<file path="src/rtl/jseq_pkg.sv">
package jseq_pkg;
    localparam int TYPE_W  = 2;
    localparam int NTYPE   = 1 << TYPE_W;
    localparam int BYTE_W  = 8;
    localparam int CNT_W   = 24;
    localparam int NBYTES  = CNT_W / BYTE_W;
    localparam int ADDR_W  = 4;
    localparam int RUN_W   = 8;

    localparam logic [ADDR_W-1:0] A_LAYOUT = 4'd0;
    localparam logic [ADDR_W-1:0] A_ORDER  = 4'd1;
    localparam logic [ADDR_W-1:0] A_HUFF   = 4'd2;
    localparam logic [ADDR_W-1:0] A_QTAB   = 4'd3;
    localparam logic [ADDR_W-1:0] A_RUN0   = 4'd4;
    localparam logic [ADDR_W-1:0] A_COUNT  = 4'd8;

    typedef logic [TYPE_W-1:0] ctype_t;

    typedef struct packed {
        logic                          rst_en;
        logic [TYPE_W-1:0]             last_slot;
        logic [NTYPE-1:0][TYPE_W-1:0]  order;
        logic [NTYPE-1:0]              huff;
        logic [NTYPE-1:0][1:0]         qtab;
        logic [NTYPE-1:0][RUN_W-1:0]   run;
    } cfg_t;

    typedef struct packed {
        logic       valid;
        ctype_t     ctype;
        logic       huff;
        logic [1:0] qtab;
    } tag_t;

    function automatic logic [RUN_W-1:0] final_run_idx(input logic [RUN_W-1:0] len);
        return (len == '0) ? '0 : len - 1'b1;
    endfunction
endpackage

</file>
<file path="src/rtl/jseq_regs.sv">
module jseq_regs
    import jseq_pkg::*;
(
    input  logic                clk,
    input  logic                rst,
    input  logic                we,
    input  logic [ADDR_W-1:0]   addr,
    input  logic [BYTE_W-1:0]   wdata,
    output cfg_t                cfg,
    output logic                load,
    output logic [CNT_W-1:0]    load_val
);
    localparam int PTR_W = $clog2(NBYTES);
    localparam int ACC_W = CNT_W - BYTE_W;

    logic [PTR_W-1:0] ptr;
    logic [ACC_W-1:0] acc;
    logic             cnt_wr;

    assign cnt_wr   = we && (addr == A_COUNT);
    assign load     = cnt_wr && (ptr == PTR_W'(NBYTES - 1));
    assign load_val = {acc, wdata};

    always_ff @(posedge clk) begin
        if (rst) begin
            cfg <= '0;
            ptr <= '0;
            acc <= '0;
        end else begin
            if (we) begin
                case (addr)
                    A_LAYOUT: begin
                        cfg.last_slot <= wdata[TYPE_W-1:0];
                        cfg.rst_en    <= wdata[TYPE_W];
                    end
                    A_ORDER: cfg.order <= wdata;
                    A_HUFF:  cfg.huff  <= wdata[NTYPE-1:0];
                    A_QTAB:  cfg.qtab  <= wdata;
                    default: ;
                endcase
                for (int t = 0; t < NTYPE; t++) begin
                    if (addr == A_RUN0 + ADDR_W'(t))
                        cfg.run[t] <= wdata;
                end
            end
            if (cnt_wr) begin
                acc <= {acc[ACC_W-BYTE_W-1:0], wdata};
                ptr <= load ? '0 : ptr + 1'b1;
            end
        end
    end


    ptr_range_chk: assert property (@(posedge clk) disable iff (rst)
        ptr <= PTR_W'(NBYTES - 1));
endmodule

</file>
<file path="src/rtl/jseq_counter.sv">
module jseq_counter
    import jseq_pkg::*;
(
    input  logic             clk,
    input  logic             rst,
    input  logic             load,
    input  logic [CNT_W-1:0] load_val,
    input  logic             reload,
    input  logic             dec,
    output logic [CNT_W-1:0] count,
    output logic             zero
);
    logic [CNT_W-1:0] shadow;

    assign zero = (count == '0);

    always_ff @(posedge clk) begin
        if (rst) begin
            count  <= '0;
            shadow <= '0;
        end else if (load) begin
            count  <= load_val;
            shadow <= load_val;
        end else if (reload) begin
            count  <= shadow;
        end else if (dec && !zero) begin
            count  <= count - 1'b1;
        end
    end


    dec_by_one_chk: assert property (@(posedge clk) disable iff (rst)
        dec && !zero && !load && !reload |=> count == $past(count) - 1'b1);


    zero_hold_chk: assert property (@(posedge clk) disable iff (rst)
        zero && !load && !reload |=> zero);


    reload_chk: assert property (@(posedge clk) disable iff (rst)
        reload && !load |=> count == $past(shadow));


    load_chk: assert property (@(posedge clk) disable iff (rst)
        load |=> count == $past(load_val));
endmodule

</file>
<file path="src/rtl/jseq_walker.sv">
module jseq_walker
    import jseq_pkg::*;
(
    input  logic  clk,
    input  logic  rst,
    input  cfg_t  cfg,
    input  logic  realign,
    input  logic  advance,
    output tag_t  tag_raw
);
    logic [TYPE_W-1:0] slot;
    logic [RUN_W-1:0]  run;
    ctype_t            cur;
    logic              run_end;
    logic              slot_end;

    assign cur      = cfg.order[slot];
    assign run_end  = run >= final_run_idx(cfg.run[cur]);
    assign slot_end = slot >= cfg.last_slot;

    always_ff @(posedge clk) begin
        if (rst || realign) begin
            slot <= '0;
            run  <= '0;
        end else if (advance) begin
            if (run_end) begin
                run  <= '0;
                slot <= slot_end ? '0 : slot + 1'b1;
            end else begin
                run  <= run + 1'b1;
            end
        end
    end

    always_comb begin
        tag_raw.valid = 1'b1;
        tag_raw.ctype = cur;
        tag_raw.huff  = cfg.huff[cur];
        tag_raw.qtab  = cfg.qtab[cur];
    end


    wrap_chk: assert property (@(posedge clk) disable iff (rst)
        advance && !realign && run_end && slot_end |=> slot == '0 && run == '0);


    realign_chk: assert property (@(posedge clk) disable iff (rst)
        realign |=> slot == '0 && run == '0);


    run_step_chk: assert property (@(posedge clk) disable iff (rst)
        advance && !realign && !run_end |=> run == $past(run) + 1'b1 && $stable(slot));
endmodule

</file>
<file path="src/rtl/jseq_block_sequencer.sv">
module jseq_block_sequencer
    import jseq_pkg::*;
(
    input  logic                clk,
    input  logic                rst,
    input  logic                cfg_we,
    input  logic [ADDR_W-1:0]   cfg_addr,
    input  logic [BYTE_W-1:0]   cfg_wdata,
    input  logic                blk_done,
    input  logic                rst_mark,
    output logic                tag_valid,
    output logic [TYPE_W-1:0]   tag_type,
    output logic                tag_huff,
    output logic [1:0]          tag_qtab,
    output logic [CNT_W-1:0]    blocks_left,
    output logic                done
);
    cfg_t             cfg;
    tag_t             tag_raw;
    logic             load;
    logic [CNT_W-1:0] load_val;
    logic             rst_take;
    logic             advance;
    logic             zero;

    assign rst_take = rst_mark && cfg.rst_en;
    assign advance  = blk_done && !zero && !rst_take && !load;

    jseq_regs u_regs (
        .clk(clk), .rst(rst), .we(cfg_we), .addr(cfg_addr), .wdata(cfg_wdata),
        .cfg(cfg), .load(load), .load_val(load_val)
    );

    jseq_counter u_cnt (
        .clk(clk), .rst(rst), .load(load), .load_val(load_val),
        .reload(rst_take), .dec(advance), .count(blocks_left), .zero(zero)
    );

    jseq_walker u_walk (
        .clk(clk), .rst(rst), .cfg(cfg), .realign(load || rst_take),
        .advance(advance), .tag_raw(tag_raw)
    );

    assign done      = zero;
    assign tag_valid = tag_raw.valid && !zero;
    assign tag_type  = tag_raw.ctype;
    assign tag_huff  = tag_raw.huff;
    assign tag_qtab  = tag_raw.qtab;


    rst_ignored_chk: assert property (@(posedge clk) disable iff (rst)
        rst_mark && !cfg.rst_en && !blk_done && !load |=> $stable(blocks_left));


    frozen_tag_chk: assert property (@(posedge clk) disable iff (rst)
        done && blk_done && !rst_mark && !cfg_we |=> $stable(tag_type) && done);
endmodule

</file>
<file path="config.mk">
export PLATFORM = sky130hd
export DESIGN_NAME = jseq_block_sequencer
export DESIGN_NICKNAME = d
export VERILOG_FILES = /design/src/rtl/jseq_pkg.sv /design/src/rtl/jseq_regs.sv /design/src/rtl/jseq_counter.sv /design/src/rtl/jseq_walker.sv /design/src/rtl/jseq_block_sequencer.sv
export SDC_FILE = /design/constraint.sdc
export NUM_CORES = 1
export LEC_CHECK = 0
export ABC_AREA = 1
export ABC_CLOCK_PERIOD_IN_PS = 4000
export BUFFER_PORTS_ARGS = -buffer_cell sky130_fd_sc_hd__buf_2
export CAP_MARGIN = 30
export CORE_AREA = 2 2 110 112
export DETAILED_ROUTE_END_ITERATION = 8
export DIE_AREA = 0 0 112 114
export PLACE_DENSITY = 0.87
export SYNTH_ARGS = -nofsm -noshare
export SYNTH_HDL_FRONTEND = slang
export SYNTH_SLANG_ARGS = --single-unit
</file>
<file path="constraint.sdc">
create_clock -name clk -period 4 [get_ports clk]
set_input_delay 0.4 -clock clk [delete_from_list [all_inputs] [get_ports clk]]
set_output_delay 0.4 -clock clk [all_outputs]
set_load 0.02 [all_outputs]
</file>
Word-level counts from Yosys, hierarchy flattened
Index checks and enable logic that the tools add are counted.

Logic and storage cells: 79. Memories kept: 0. ROM bits: 0. Output and inout bits: 31. Input bits: 17. Bits in latches: 0. Bits in writable memories: 0. Register bits after elaboration: 131.

Muxes and demuxes: 15. Div/mod/pow operators: 0. $mul: 0. Eq/ne operators: 9. Reductions and logical operators: 25. Shift-type cells: 0. Add/subtract/negate cells: 5. Bitwise operators: 0. $lt $le $gt $ge: 4.

Operator list (number): $mux W24 (3); $logic_not A24 Y1 (1); $mux W8 (3); $sub A24 B1 Y24 const B (1); $reduce_and A2 Y1 (9); $bmux W8 S2 (1); $eq A4 B3 Y1 const B (4); $add A8 B1 Y8 const B (1); $bmux W2 S2 (2); $eq A4 B2 Y1 const B (2); $ge A8 B8 Y1 (1); $logic_not A8 Y1 (1); $mux W2 (4); $sub A8 B1 Y8 const B (1); $logic_and A1 B1 Y1 (7); $lt A2 B3 Y1 const B (2); $add A2 B1 Y2 const B (2); $eq A4 B1 Y1 const B (1); $eq A4 B4 Y1 const B (1); $logic_not A4 Y1 (1); $logic_not A1 Y1 (3); $reduce_bool A3 Y1 (1); $bmux W1 S2 (1); $eq A2 B2 Y1 const B (1); other kinds (3) (4).

Longest topological paths before layout
Depth in word-level cells: 9. Gate-level depth with buffers: 21. Mapped depth without buffers: 21.

Cells and area by module
Synthesis repeated with hierarchy kept, for this count alone.

Cell total of the unflattened synthesis: 1155. Area, all modules: 7432.1 um2.

By module, submodules not included: jseq_regs (area each 3080.5 um2, cells each 454, instances 1, seq. area each 1461.4 um2); jseq_counter (area each 2834.0 um2, cells each 460, instances 1, seq. area each 960.9 um2); jseq_walker (area each 1476.4 um2, cells each 232, instances 1, seq. area each 200.2 um2); jseq_block_sequencer (area each 41.3 um2, cells each 9, instances 1, seq. area each 0.0 um2).

Worst setup path before layout
Ideal clock, no wire load.

Kind: register to register. From: register u_walk.slot[1]. To: register u_walk.run[2]. Setup time: 0.080 ns. Clock period less this slack: 2.814 ns. Data arrival time: 2.734 ns. Path buffers: 0. Setup slack: 1.186 ns. Stages on the path, launching flop included: 20. Required time: 3.920 ns. Cells stage by stage: dfxtp_1 inv_2 nand3_2 nand2_4 inv_2 nand2_1 nand3_1 nand2_1 ha_1 nand3_1 inv_2 nand2_2 nand3_1 ha_1 a21oi_1 o21a_1 nand3_1 nand2_2 nand2_2 nor3b_1.

Word-level cells in the longest chain between the ends: 8. Elaborated cells on any way between the ends: 9. Those cells by class: add/sub: 1; order compare: 1; mux: 6; reduce/logical: 1.

RTL lines: from (decl) (line jseq_walker.sv:11) `logic [TYPE_W-1:0] slot;`; from (signal assigned) (line jseq_walker.sv:28) `slot <= slot_end ? '0 : slot + 1'b1;`; $bmux W2 S2 * (line jseq_walker.sv:17) `assign cur = cfg.order[slot];`; $mux W2 (not written as such) * (line jseq_walker.sv:17); via tag_type[0] (line jseq_block_sequencer.sv:12) `output logic [TYPE_W-1:0] tag_type,`; $bmux W8 S2 * (line jseq_walker.sv:18) `assign run_end = run >= final_run_idx(cfg.run[cur]);`; $mux W8 (not written as such) * (line jseq_walker.sv:18); $sub A8 B1 Y8 or $logic_not A8 Y1 (tied branches) (line jseq_pkg.sv:36) `return (len == '0) ? '0 : len - 1'b1;`; $mux W8 * (line jseq_pkg.sv:36); $ge A8 B8 Y1 * (line jseq_walker.sv:18); $mux W8 * (line jseq_walker.sv:26) `if (run_end) begin`; to (signal assigned) (line jseq_walker.sv:30) `run <= run + 1'b1;`; to (decl) (line jseq_walker.sv:12) `logic [RUN_W-1:0] run;`.

The timed path passes the listed nets; every way through them passes the cells marked *. The select of a mux whose other input is x is not followed. A chain may end at the register's enable or synchronous reset.

Worst setup path in the final report
From: register u_walk.slot[0]. To: register u_walk.run[1].

Word-level cells in the longest chain between the ends: 8. Elaborated cells on any way between the ends: 9. Those cells by class: add/sub: 1; order compare: 1; mux: 6; reduce/logical: 1.

RTL lines (line): $bmux W2 S2 * (jseq_walker.sv:17); $mux W2 (not written as such) * (jseq_walker.sv:17); $bmux W8 S2 * (jseq_walker.sv:18); $mux W8 (not written as such) * (jseq_walker.sv:18); $sub A8 B1 Y8 or $logic_not A8 Y1 (tied branches) (jseq_pkg.sv:36); $mux W8 * (jseq_pkg.sv:36); $ge A8 B8 Y1 * (jseq_walker.sv:18); $mux W8 * (jseq_walker.sv:26).

Every way passes the cells marked *; elsewhere a longest branch is shown, timed or not. The select of a mux whose other input is x is not followed.

==> impl_metrics.ini <==
[setup_path]
r2r_start = u_walk.slot[0]
crit_type = reg -> reg
arrival_ns = 3.76
cp-end-kind = flip-flop
path_cells = inv_1, nand2_1, nand3_4, nand2_8, inv_2, nand2_1, nand3_1, nand2_1, ha_1, nand3_1, inv_2, nand2_2, nand3_1, ha_1, a21oi_1, o21a_1, nand3_1, nand2_2, nand2_2, a211oi_1
worst_path_dominant_cell_family = simple AND/OR/NAND/NOR gates
ff2ff_path_depth = 20
timing.rr.end = u_walk.run[1]
max_stage_delay_ns = 0.43
critPathLaunchType = flip-flop
crit_top_cell = nand3_1
cp_num_buf_inv = 3
cp.required_ns = 4.33
slowest_stage = dfxtp_2
r2r_slack_ns = 0.58
critPathMaxFanout = 16

[sta]
min_period_ns = 3.42
clock.fmax_mhz = 292
hold_violations = 0
fin_setup_tns_ns = 0
maxSlewHeadroom_pct = 36.1
fin_skew_ns = 0.00915
fin_hold_ws_ns = 0.293
post-route-period-util_pct = 85.6
slew_viol_final = 0
setup_ws_ns = 0.575
grt_setup_unrepaired = false
tightest_slew_ns = 0.955
finalSetupViolCount = 0

[place]
pre_cts_ws_ns = 0.248
place.gp.congestion = 0.925
dp_cells = 1128
io_buffers = 47
dp_hpwl_microns = 11600

[logic_synthesis]
synth-seq-cells = 131
yosys_warnings = 0
synth_edf_count = 0
yosysTopAreaCellShare_pct = 39.9
synthArstFlopShare_pct = 0
ys.flop_type = dfxtp_1
synthTopCellsByArea = dfxtp_1 40%, nand2_1 11%, o21ai_0 9.1%, nor2_1 8.2%, a21oi_1 7.2%
ys_seq_area_share_pct = 39.9
syn_area_sq_mm = 0.00657
avgSynthCellArea_sq_um = 6.77
synth_nets = 1002
yosysTopAreaCell = dfxtp_1
netlist_instances = 971
synth.distinct_cells = 37

[global_route]
grt_pass1_vias = 6028
antenna_found_initial = 0
grt.total_usage_pct = 28.1
grt_pass1_wl_microns = 28800
grt_overflow = 0
grt_max_degree = 53

[power]
power.density_mw_per_mm2 = 505
p_leak_uw = 0.00327
ir_worst_vdd_uv = 345

[floorplanning]
dieWidth_microns = 112
start_util_pct = 56.1
die_y_microns = 114
core_area_sq_mm = 0.0117
io_pins = 48
rows = 40
die_area_sq_mm = 0.0128

[worst_hold_path]
whs_path_depth = 3
hold_end = u_regs.cfg[52]
hp-start = cfg_wdata[0]
hp-class = in -> reg

[clock_network]
clkSinkCount = 131
numCtsBuffers = 17
htree_num_levels = 4
cts_root_buf = clkbuf_16
cts_tree = done
hold_buffers = 0
clock_path_buffers = 2
clk_latency_ns = 0.42
post_cts_buffers = 0
clk_pin_slew_ns = 0.06

[finish]
fillCellCount = 989
seq_area_sq_mm = 0.00262
antenna_cells = 0
layout-drive-gt1-share_pct = 11.0
multi_input_area_sq_mm = 0.00343
layout.nets = 1032
final_cells = 1161
synthToLayoutAreaGrowth_pct = 15.0

[route]
drt_wl_total_microns = 17900
drt_iter0_drc = 705
drtPass1Iterations = 6
drc = 0
ant_nets = 0
routed_via_density = 5.78
vias = 6708
wl_per_cell_microns = 15.4

[outcome]
status = completed

[job]
drv_cap = 0
repair_timing:
item	CTS	global route
hold endpoints to repair	0	0
setup endpoints to repair	0	10
resized for setup	0	4
per-layer routing:
layer | wire [microns] | global-route usage (%)
met1 | 7390 | 37.8
met5 | 0 | 0
met3 | 1700 | 4.94
met2 | 8100 | 44.0
met4 | 740 | 14.0
stage by stage:
stage / instance area [sq um] / power (uW) / util [%]
floorplan: 6570 / 1870 / -
global placement: 6830 / 2000 / 58.3
detailed placement: 6830 / 2010 / 58.3
CTS: 7520 / 3810 / 64.2
global route: 7560 / 3970 / 64.6
finish: 7560 / 3820 / 64.6
state kept, by name, summed over array words and instances (netlist names):
name,cells
u_cnt.count,24
u_cnt.shadow,24
u_regs.acc,16
u_regs.cfg,55
u_regs.ptr,2
u_walk.run,8
u_walk.slot,2
Yosys cell counts (5+ instances only):
| master | number |
|---|---|
| a21oi_1 | 95 |
| a31oi_1 | 15 |
| buf_2 | 13 |
| clkbuf_1 | 24 |
| dfxtp_1 | 131 |
| ha_1 | 14 |
| inv_1 | 90 |
| inv_2 | 6 |
| nand2_1 | 185 |
| nand2_2 | 11 |
| nand3_1 | 62 |
| nand4_1 | 5 |
| nor2_1 | 143 |
| o21a_1 | 9 |
| o21ai_0 | 120 |
| xor2_1 | 10 |
logic make-up after synthesis:
logic type / synth area share (%)
fa+ha+maj: 2.67
xor+xnor: 1.73
simple gates: 27.2
buf+inv: 8.36
flops: 39.9
compound gates: 20.2
cell usage in the layout, fill, tap and decap left out, types with 4 or more instances in the layout:
master,netlist,layout
nand3_1,62,62
nand4_1,5,5
clkbuf_16,0,17
bufinv_16,0,6
inv_1,90,89
dfxtp_1,131,130
xor2_1,10,10
nand3b_1,4,4
o21ai_0,120,120
a21oi_1,95,95
a31oi_1,15,15
inv_2,6,7
buf_4,1,4
ha_1,14,14
nor2_1,143,143
nand2_1,185,185
nor3_1,4,4
o21a_1,9,9
buf_2,13,47
nand2_2,11,11
final cells by class:
cell class | instances | area share, %
Multi-Input combinational cell | 704 | 45.4
Sequential cell | 131 | 34.7
Clock buffer | 21 | 6.22
Inverter | 96 | 4.77
Timing Repair Buffer | 51 | 3.51
Clock inverter | 11 | 2.93
Tap cell | 147 | 2.43
how the worst max path moves through the flow:
| stage | start | endpoint | cells past startpoint |
|---|---|---|---|
| 2_1_floorplan | u_walk.slot[1] | u_walk.run[2] | 19 |
| 3_3_place_gp | u_walk.slot[0] | u_walk.run[2] | 21 |
| 3_5_place_dp | u_walk.slot[0] | u_walk.run[1] | 20 |
| 4_1_cts | u_walk.slot[0] | u_walk.run[1] | 20 |
| 5_1_grt | u_walk.slot[0] | u_walk.run[2] | 21 |
| 6_report | u_walk.slot[0] | u_walk.run[1] | 20 |
report_power, final:
group | switching (uW) | leakage (uW) | internal (uW) | total (uW)
combinational | 391 | 0.00187 | 200 | 591
clock | 594 | 0.000331 | 1220 | 1820
sequential | 56.1 | 0.00106 | 1350 | 1410
total | 1040 | 0.00327 | 2780 | 3820
tightest hold or removal path, delay by kind of cell:
family | cells | cell delay, ns
buffers and inverters | 1 | 0.13
and+or+nand+nor | 1 | 0.08
AOI/OAI and AO/OA | 1 | 0.06
(Power assumes the default switching activity.)
